==> config.mk <==
export PLATFORM = sky130hd
export DESIGN_NAME = addr_offset_unit
export DESIGN_NICKNAME = d
export VERILOG_FILES = /design/src/rtl/aou_pkg.sv /design/src/rtl/aou_form16.sv /design/src/rtl/aou_form32.sv /design/src/rtl/addr_offset_unit.sv
export SDC_FILE = /design/constraint.sdc
export NUM_CORES = 1
export LEC_CHECK = 0
export BUFFER_PORTS_ARGS = -buffer_cell sky130_fd_sc_hd__buf_4
export CAP_MARGIN = 20
export CORE_MARGIN = 2
export CORE_UTILIZATION = 50
export CTS_CLUSTER_DIAMETER = 120
export CTS_CLUSTER_SIZE = 28
export DETAILED_ROUTE_END_ITERATION = 8
export MAX_ROUTING_LAYER = met4
export PLACE_DENSITY = 0.79
export SKIP_LAST_GASP = 1
export SLEW_MARGIN = 10
export SYNTH_ARGS = -nofsm -noshare
export SYNTH_HDL_FRONTEND = slang
export SYNTH_SLANG_ARGS = --single-unit
==> constraint.sdc <==
create_clock -name clk -period 4.7 [get_ports clk]
set_input_delay 0.47 -clock clk [delete_from_list [all_inputs] [get_ports clk]]
set_output_delay 0.47 -clock clk [all_outputs]
set_load 0.01 [all_outputs]
==> src/rtl/aou_pkg.sv <==
package aou_pkg;

  typedef enum logic [2:0] {
    SEG_ES = 3'd0,
    SEG_CS = 3'd1,
    SEG_SS = 3'd2,
    SEG_DS = 3'd3,
    SEG_FS = 3'd4,
    SEG_GS = 3'd5
  } seg_code_e;

  localparam logic [1:0] MODE_NODISP = 2'd0;
  localparam logic [1:0] MODE_REG    = 2'd3;

  // Three-term sum on the 16-bit path; the carry out of bit 15 is dropped.
  function automatic logic [15:0] add3_16(input logic [15:0] a,
                                          input logic [15:0] b,
                                          input logic [15:0] c);
    return a + b + c;
  endfunction

  // Scaled index plus base plus displacement, modulo 2^32.
  function automatic logic [31:0] scaled_sum(input logic [31:0] idx,
                                             input logic [1:0]  shamt,
                                             input logic [31:0] base,
                                             input logic [31:0] dsp);
    return (idx << shamt) + base + dsp;
  endfunction

endpackage

==> src/rtl/aou_form16.sv <==
module aou_form16
  import aou_pkg::*;
#(
  parameter int HW = 16
) (
  input  logic [1:0]    mode,
  input  logic [2:0]    rm,
  input  logic [HW-1:0] bx,
  input  logic [HW-1:0] bp,
  input  logic [HW-1:0] si,
  input  logic [HW-1:0] di,
  input  logic [HW-1:0] dsp,
  output logic [HW-1:0] off,
  output logic          stack_base
);

  logic [HW-1:0] term_a;
  logic [HW-1:0] term_b;

  always_comb begin
    term_a     = '0;
    term_b     = '0;
    stack_base = 1'b0;
    unique case (rm)
      3'd0: begin term_a = bx; term_b = si; end
      3'd1: begin term_a = bx; term_b = di; end
      3'd2: begin term_a = bp; term_b = si; stack_base = 1'b1; end
      3'd3: begin term_a = bp; term_b = di; stack_base = 1'b1; end
      3'd4: term_a = si;
      3'd5: term_a = di;
      3'd6: begin
        if (mode != MODE_NODISP) begin
          term_a     = bp;
          stack_base = 1'b1;
        end
      end
      default: term_a = bx;
    endcase
  end

  assign off = add3_16(term_a, term_b, dsp);

endmodule

==> src/rtl/aou_form32.sv <==
module aou_form32
  import aou_pkg::*;
#(
  parameter int DW   = 32,
  parameter int NREG = 8
) (
  input  logic [1:0]    mode,
  input  logic [2:0]    rm,
  input  logic [7:0]    sib,
  input  logic [DW-1:0] regs [NREG],
  input  logic [DW-1:0] dsp,
  output logic [DW-1:0] off,
  output logic          stack_base
);

  localparam logic [2:0] IDX_SP   = 3'd4;
  localparam logic [2:0] IDX_BP   = 3'd5;
  localparam logic [2:0] RM_SIB   = 3'd4;

  logic [2:0]    sib_idx;
  logic [2:0]    sib_base;
  logic [1:0]    sib_scale;
  logic [DW-1:0] idx_val;
  logic [DW-1:0] base_val;

  assign sib_scale = sib[7:6];
  assign sib_idx   = sib[5:3];
  assign sib_base  = sib[2:0];

  always_comb begin
    idx_val    = '0;
    base_val   = '0;
    stack_base = 1'b0;
    if (rm == RM_SIB) begin
      if (sib_idx != IDX_SP) idx_val = regs[sib_idx];
      if (sib_base == IDX_SP) begin
        base_val   = regs[IDX_SP];
        stack_base = 1'b1;
      end else if (sib_base == IDX_BP) begin
        if (mode != MODE_NODISP) begin
          base_val   = regs[IDX_BP];
          stack_base = 1'b1;
        end
      end else begin
        base_val = regs[sib_base];
      end
    end else if (rm == IDX_BP) begin
      if (mode != MODE_NODISP) begin
        base_val   = regs[IDX_BP];
        stack_base = 1'b1;
      end
    end else begin
      base_val = regs[rm];
    end
  end

  assign off = scaled_sum(idx_val, (rm == RM_SIB) ? sib_scale : 2'd0, base_val, dsp);

endmodule

==> src/rtl/addr_offset_unit.sv <==
module addr_offset_unit
  import aou_pkg::*;
#(
  parameter int DW    = 32,
  parameter int NREG  = 8,
  parameter int SEG_W = 3
) (
  input  logic               clk,
  input  logic               rst_n,
  input  logic               in_valid,
  input  logic               addr32,
  input  logic [7:0]         modrm,
  input  logic [7:0]         sib,
  input  logic [DW-1:0]      disp,
  input  logic [NREG*DW-1:0] gpr_flat,
  input  logic               seg_ovr_valid,
  input  logic [SEG_W-1:0]   seg_ovr,
  output logic               out_valid,
  output logic [SEG_W-1:0]   out_seg,
  output logic [DW-1:0]      out_offset,
  output logic               out_not_mem
);

  localparam int HW = DW / 2;
  localparam int IX_BX = 3;
  localparam int IX_BP = 5;
  localparam int IX_SI = 6;
  localparam int IX_DI = 7;

  logic [DW-1:0] regs [NREG];

  for (genvar g = 0; g < NREG; g++) begin : g_unpack
    assign regs[g] = gpr_flat[g*DW +: DW];
  end

  logic [1:0]    mode;
  logic [2:0]    rm;
  logic          reg_operand;
  logic [HW-1:0] off16;
  logic [DW-1:0] off32;
  logic          stk16;
  logic          stk32;
  logic          stk_sel;
  logic [SEG_W-1:0] seg_next;
  logic [DW-1:0] off_next;

  assign mode        = modrm[7:6];
  assign rm          = modrm[2:0];
  assign reg_operand = (mode == MODE_REG);

  aou_form16 #(.HW(HW)) u_form16 (
    .mode       (mode),
    .rm         (rm),
    .bx         (regs[IX_BX][HW-1:0]),
    .bp         (regs[IX_BP][HW-1:0]),
    .si         (regs[IX_SI][HW-1:0]),
    .di         (regs[IX_DI][HW-1:0]),
    .dsp        (disp[HW-1:0]),
    .off        (off16),
    .stack_base (stk16)
  );

  aou_form32 #(.DW(DW), .NREG(NREG)) u_form32 (
    .mode       (mode),
    .rm         (rm),
    .sib        (sib),
    .regs       (regs),
    .dsp        (disp),
    .off        (off32),
    .stack_base (stk32)
  );

  assign stk_sel = addr32 ? stk32 : stk16;

  always_comb begin
    if (reg_operand) begin
      seg_next = SEG_W'(SEG_DS);
      off_next = '0;
    end else begin
      if (seg_ovr_valid)  seg_next = seg_ovr;
      else if (stk_sel)   seg_next = SEG_W'(SEG_SS);
      else                seg_next = SEG_W'(SEG_DS);
      off_next = addr32 ? off32 : {{(DW-HW){1'b0}}, off16};
    end
  end

  logic wide_q;

  always_ff @(posedge clk) begin
    if (!rst_n) begin
      out_valid   <= 1'b0;
      out_seg     <= SEG_W'(SEG_DS);
      out_offset  <= '0;
      out_not_mem <= 1'b0;
      wide_q      <= 1'b0;
    end else begin
      out_valid <= in_valid;
      if (in_valid) begin
        out_seg     <= seg_next;
        out_offset  <= off_next;
        out_not_mem <= reg_operand;
        wide_q      <= addr32;
      end
    end
  end

  // one-cycle latency on the valid path
  p_lat_rise_r10: assert property (@(posedge clk) disable iff (!rst_n)
    in_valid |=> out_valid);
  p_lat_idle_r10: assert property (@(posedge clk) disable iff (!rst_n)
    !in_valid |=> !out_valid);

  // register operands carry no offset
  p_notmem_zero_r9: assert property (@(posedge clk) disable iff (!rst_n)
    (out_valid && out_not_mem) |-> (out_offset == '0));

  // narrow results never reach the upper half
  p_narrow_hi_r8: assert property (@(posedge clk) disable iff (!rst_n)
    (out_valid && !wide_q) |-> (out_offset[DW-1:HW] == '0));

  // override wins on memory operands
  p_ovr_wins_r7: assert property (@(posedge clk) disable iff (!rst_n)
    (in_valid && seg_ovr_valid && !reg_operand) |=> (out_seg == $past(seg_ovr)));

  // a stack-based form without override lands on SS
  p_stack_seg_r3: assert property (@(posedge clk) disable iff (!rst_n)
    (in_valid && !seg_ovr_valid && !reg_operand && stk_sel) |=> (out_seg == SEG_W'(SEG_SS)));

  // narrow rm 6 mode 0 is the displacement alone
  p_disp_only_r2: assert property (@(posedge clk) disable iff (!rst_n)
    (in_valid && !addr32 && modrm[7:6] == 2'd0 && modrm[2:0] == 3'd6)
      |=> (out_offset == {{(DW-HW){1'b0}}, $past(disp[HW-1:0])}));

endmodule

==> metrics, run 1 <==
sequential element share of the synthesized area 0.06104; Synth area leader mux4_2; maximum level of the CTS H-tree 2; synthesized instance count 1583; Most used DFF post-synth dfxtp_1; Clock Tree Buf Depth 2; post-CTS sizing 0; Starting Density 0.5034; vias in the first global route 14520; Synthesized Nets 1987; cells taking the most area after synthesis mux4_2 15%, mux2i_1 12%, fa_1 7.9%, dfxtp_1 6.1%, nor2_1 5.7%; post-synth top area share 0.1522; synth unique cells 66; hpwl dp 41930 µm; Post-synth EDFFs 0; worst-path endpoint category sequential cell input; global-route wire length before repair 80230 µm; PortBufs 345; die height 159.8 µm; total gr overflow 0; clk root buf clkbuf_16; cell with the most instances after synthesis nor2_1; clk sinks 37; Halt Stage detailed routing (5_2_route); pin count of the biggest net entering global routing 96; GRT worst endpoint out_offset[29]$_SDFFE_PN0P_/D; Warnings, synthesis 0; Avg Inst Size Synth 7.666 µm²; initial antenna violation count 2; Post-synth ARST share 0; mapped cell area 12140 µm²; status did not finish; post-CTS setup buffers 0; Yosys reg bits 37; All-Layer GR Usage 0.4072; Err [ERROR DRT-0255] Maze Route cannot find path of net clk in worker of routeBox ( 144900 0 ) ( 159790 48300 ).; gpl congestion 1.038; hold-fix buffers at CTS 0; Top Ports 349; Row Count 57; clock buffer count from CTS 5; Die Wd 159.8 µm; Synth top cells by count 183 x nor2_1, 147 x mux2i_1, 142 x nand2_1
[cell families after synthesis]
kind of cell	after synthesis	share of synthesized area
compound gates	474	0.2455
xor+xnor	37	0.02670
fa+ha+maj	92	0.1245
buf+inv	236	0.07836
flops	37	0.06104
mux	261	0.3031
simple gates	446	0.1607
[per-stage QoR]
step | setup WS [ns] | instance area, µm² | utilization | instances | hold slack [ns]
2_1_floorplan | 0.05092 | 12140 | - | 1583 | 0.4720
3_3_place_gp | -0.1170 | 15950 | 0.6618 | 2286 | 0.4400
3_5_place_dp | -0.2195 | 15950 | 0.6618 | 2286 | 0.4467
4_1_cts | 0.02640 | 16090 | 0.6675 | 2294 | 0.4157
5_1_grt | -0.07028 | 16190 | 0.6714 | 2296 | 0.4315
[per-layer routing]
metal	track usage
met3	0.09922
met1	0.5138
met5	-
met4	0.1540
met2	0.6340
==> run 2: changes to the inputs <==
Settings changed: CORE_UTILIZATION 50 to 40, CTS_CLUSTER_DIAMETER 120 to not set, CTS_CLUSTER_SIZE 28 to not set, MAX_ROUTING_LAYER met4 to not set, PLACE_DENSITY 0.79 to not set, PLACE_DENSITY_LB_ADDON set to 0.15.
Clock period 4.7 ns to 6.1 ns, I/O delays scaled along.
==> metrics, run 2 <==
status finished clean; Max Freq 187.7 MHz; synthesized instance count 1583; cell with the most instances after synthesis nor2_1; average routed wire per standard cell 23.56 µm; area grow syn2layout 25.31%; # setup viols final 0; Reg power frac 0.128; Fin. Hold Viols 0; clk root buf clkbuf_16; DRC violations left 0; Final min period 5.329 ns; xor/xnor cell area share of the yosys netlist 0.02670; Synthesized Nets 1987; Worst-Skew Late Latency 0.28 ns; DR iter-0 viols 1583; final worst setup slack 0.7713 ns; MaxCap Viol Count 0; RSZ-0062 raised after global routing no; gpl congestion 1.000; initial antenna violation count 4; global-route wire length before repair 78630 µm; setup TNS 0 ns; Synth area leader mux4_2; total gr overflow 0; P_leak 6.913 nW; die area 31750 µm²; Post-synth ARST share 0; Crit Path Max Fanout 16; pin count of the biggest net entering global routing 70; number of vias per cell 6.087; Simple-Gate Fraction of Synth Area 0.1607; sequential element share of the synthesized area 0.06104; vias in the first global route 12940; Critical Path End Type register; Compound-Gate Fraction of Synth Area 0.2455; Clock Tree Buf Depth 2; Worst-Margin Slew 0.8005 ns; switch share 0.4709; Core Util, Final 0.5104; Int Power 1.197 mW; Arr. time, crit path 5.46 ns; switching pwr 1.065 mW; Slew HR 0.4607; Req. time, crit path 6.24 ns; final instance area 15210 µm²; Slew Viols, Final 0; core box area 29800 µm²; die height 178.2 µm; commonest cells after routing, fill and taps aside 389 x buf_4, 181 x nor2_1, 147 x mux2i_1, 142 x nand2_1, 130 x o21ai_0; post-synthesis adder-cell area fraction 0.1245; placed inst area 15070 µm²; total power 2.262 mW; Nets 2259; commonest non-fill, non-tap cell in the layout buf_4; post-synth top area share 0.1522; Row Count 63; Post-synth EDFFs 0; synth unique cells 66; Yosys reg bits 37; clk slew on worst S/H paths 0.05 ns; Clock power frac 0.107; Avg Inst Size Synth 7.666 µm²; WL final 52930 µm; Most used DFF post-synth dfxtp_1; Die Wd 178.2 µm; TritonCTS clock tree yes; Starting Density 0.4073; maximum vdd drop 0.09717 mV; dpl ws 0.5796 ns; multiplexer share of the synthesized area 0.3031; clock skew 0 ns; Period Utilization, post-route 0.8736; hold-fix buffers at CTS 0; PortBufs 345; mapped cell area 12140 µm²; register-to-register setup slack 5.08 ns; HP Class register to register; crit start category primary input; maximum level of the CTS H-tree 2; Multi-input gate area 10450 µm²; post-CTS sizing 0; Comb pwr share 0.765; Warnings, synthesis 0; layout cells sized above 1 0.2848; Largest regs out_offset: 32 flops, out_seg: 3 flops; drt first pass iters 6; DR vias 13680; FF+latch area 740.7 µm²; clock buffer count from CTS 5; Top Ports 349; post-CTS setup buffers 0; clk sinks 37; pwr/cell area 148.8 nW/µm²; ANT nets after route 0; hpwl dp 41690 µm; Synth top cells by count 183 x nor2_1, 147 x mux2i_1, 142 x nand2_1; cells taking the most area after synthesis mux4_2 15%, mux2i_1 12%, fa_1 7.9%, dfxtp_1 6.1%, nor2_1 5.7%; max reg flops 32; Top reg by flops out_offset; Layout fillers 2993; Crit Path Category primary input to register; largest family of logic cells by synthesized area multiplexers; All-Layer GR Usage 0.3263
==> run 2: cell counts after synthesis <==
No cell type changed its count.
==> run 2: worst paths after layout <==
path                  startpoint        endpoint  cells after the start
setup reg to reg  out_offset[14]  out_offset[14]                      3
hold reg to reg   out_offset[31]  out_offset[31]                      2
hold / removal    out_offset[31]  out_offset[31]                      2
setup / recovery          sib[3]  out_offset[31]                     19
==> run 2: layout make-up <==
cell class                 count  share of cell area
clock buffer                   5            0.008228
tap                          390             0.03209
multi-input combinational   1310              0.6873
antenna                        3           0.0004937
clock inverter                 1           0.0003291
sequential                    37             0.04871
inverter                     109             0.02690
timing repair buffer         392              0.1960
==> run 2: metal layers <==
| layer | track usage | part of all wire | vias to the layer above |
|---|---|---|---|
| met1 | 0.4717 | 0.43 | 6448 |
| met4 | 0.08537 | 0.025 | 2 |
| met3 | 0.05499 | 0.098 | 91 |
| met2 | 0.5031 | 0.44 | 815 |
| li1 | - | - | 6321 |
| met5 | 0 | 0.00017 | - |
==> run 2: worst max-delay path, cell delays in order <==
cell and delay, ns:
buf_4 0.29, mux4_2 0.53, nand2b_1 0.15, nand3_1 0.24, nor2_1 0.06, a21oi_1 0.37, nor2_1 0.15, fa_1 0.48
ha_1 0.25, fa_1 0.50, a211oi_2 0.26, o21ai_0 0.13, o21ai_1 0.17, a21boi_2 0.12, a221oi_2 0.50, o211ai_1 0.16
a31oi_1 0.22, xnor2_1 0.17, o21ai_0 0.09
==> run 2: cells by family after synthesis <==
logic type / Yosys count
AO/OA/AOI/OAI: 474
AND/OR/NAND/NOR: 446
multiplexers: 261
buffers and inverters: 236
adder cells (fa/ha/maj): 92
XOR/XNOR: 37
flip-flops: 37
==> run 2: power by group through the flow <==
stage               combinational, mW  sequential (mW)  clock [mW]
floorplan                        1.10            0.307           0
global placement                 1.69            0.294           0
detailed placement               1.70            0.295           0
CTS                              1.71            0.290       0.250
global route                     1.90            0.293       0.254
finish                           1.73            0.290       0.241
==> run 2: per-stage QoR <==
stage                     hold WS (ns)  std cells
after floorplan                 0.4720       1583
after global placement          0.4414       2238
after detailed placement        0.4463       2238
after CTS                       0.4551       2244
after global routing            0.4779       2246
final                           0.4501       2247
No activity file was read; power rests on OpenSTA's default activity.
==> run 3: changes to the inputs <==
Settings changed: PLACE_DENSITY set to 0.67, PLACE_DENSITY_LB_ADDON 0.15 to not set.
==> metrics, run 3 (synthesized netlist as in run 2, its figures left out) <==
maximum vdd drop 0.1026 mV; Starting Density 0.4073; Max Freq 188.0 MHz; setup TNS 0 ns; area grow syn2layout 25.26%; max reg flops 32; DRC violations left 0; Critical Path End Type register; hpwl dp 42310 µm; total power 2.290 mW; Clock Tree Buf Depth 2; crit start category primary input; drt first pass iters 5; TritonCTS clock tree yes; status finished clean; Die Wd 178.2 µm; WL final 53660 µm; clk sinks 37; Worst-Margin Slew 0.8250 ns; clock skew 0 ns; global-route wire length before repair 79860 µm; layout cells sized above 1 0.2848; die height 178.2 µm; number of vias per cell 6.252; pwr/cell area 150.7 nW/µm²; clk slew on worst S/H paths 0.07 ns; commonest non-fill, non-tap cell in the layout buf_4; ANT nets after route 0; Core Util, Final 0.5102; DR iter-0 viols 1383; # setup viols final 0; All-Layer GR Usage 0.3299; Top reg by flops out_offset; Period Utilization, post-route 0.8718; RSZ-0062 raised after global routing no; Largest regs out_offset: 32 flops, out_seg: 3 flops; Final min period 5.318 ns; commonest cells after routing, fill and taps aside 387 x buf_4, 181 x nor2_1, 147 x mux2i_1, 142 x nand2_1, 130 x o21ai_0; Arr. time, crit path 5.50 ns; total gr overflow 0; Slew Viols, Final 0; clock buffer count from CTS 5; Worst-Skew Late Latency 0.28 ns; die area 31750 µm²; Finished Layout Cells 2246; post-CTS setup buffers 0; PortBufs 345; pin count of the biggest net entering global routing 65; hold-fix buffers at CTS 0; average routed wire per standard cell 23.89 µm; clk root buf clkbuf_16; Nets 2257; post-CTS sizing 0; vias in the first global route 13490; Req. time, crit path 6.28 ns; MaxCap Viol Count 0; cell count after placement 2236; DR vias 14040; core box area 29800 µm²; Layout fillers 2930; Crit Path Category primary input to register; HP Class register to register; P_leak 6.906 nW; Top Ports 349; Fin. Hold Viols 0; initial antenna violation count 2; maximum level of the CTS H-tree 2; Row Count 63; Crit Path Max Fanout 32; Slew HR 0.4494; gpl congestion 0.9516
[run 3: changes by cell type in the layout (fill, tap and decap cells not counted), sizes merged]
cell    delta
diode      -1
clkinv     +1
buf        -2
clkbuf     +1
[run 3: path summary, 6_finish.rpt]
path | cells past startpoint | slack (ns) | from | end
max reg2reg | 3 | 5.10 | out_offset[14] | out_offset[14]
max | 17 | 0.78 | sib[1] | out_offset[31]
min | 2 | 0.46 | out_offset[16] | out_offset[16]
min reg2reg | 2 | 0.46 | out_offset[16] | out_offset[16]
[run 3: layout make-up]
type | count | area [µm²] | area share
tap | 390 | 488.0 | 0.03210
multi-input combinational | 1310 | 10450 | 0.6877
antenna | 2 | 5.005 | 0.0003292
inverter | 109 | 409.1 | 0.02692
timing repair buffer | 390 | 2965 | 0.1951
clock buffer | 6 | 128.9 | 0.008478
sequential | 37 | 740.7 | 0.04873
clock inverter | 2 | 10.01 | 0.0006585
[run 3: metrics by stage]
step | hold WS, ns | setup WS (ns) | area [µm²]
after floorplan | 0.4720 | 1.248 | 12140
after global placement | 0.4436 | 0.6404 | 15060
after detailed placement | 0.4496 | 0.5865 | 15060
after CTS | 0.4661 | 0.8957 | 15200
after global routing | 0.5009 | 0.5637 | 15200
final | 0.4611 | 0.7822 | 15200
[run 3: where the power goes]
| part | switching (mW) | internal, mW | leakage [nW] |
|---|---|---|---|
| combinational | 0.959 | 0.776 | 6.53 |
| sequential | 0.0198 | 0.273 | 0.303 |
| clock | 0.111 | 0.150 | 0.0706 |
[run 3: worst max-delay path: stages]
cell	delay [ns]
buf_4	0.25
nand2b_1	0.23
nor2_2	0.65
a221oi_1	0.21
a31oi_1	0.34
fa_1	0.48
ha_1	0.25
fa_1	0.53
a211oi_2	0.27
o21ai_0	0.14
o21ai_1	0.19
a21boi_2	0.15
a221oi_2	0.57
o211ai_1	0.17
a31oi_1	0.23
xnor2_1	0.13
o21ai_0	0.08
[run 3: per-layer routing]
metal  share of wire  GRT usage
met1            0.40     0.4389
met2            0.46     0.5418
met3            0.11    0.06436
met4           0.030    0.09858
met5         0.00030          0
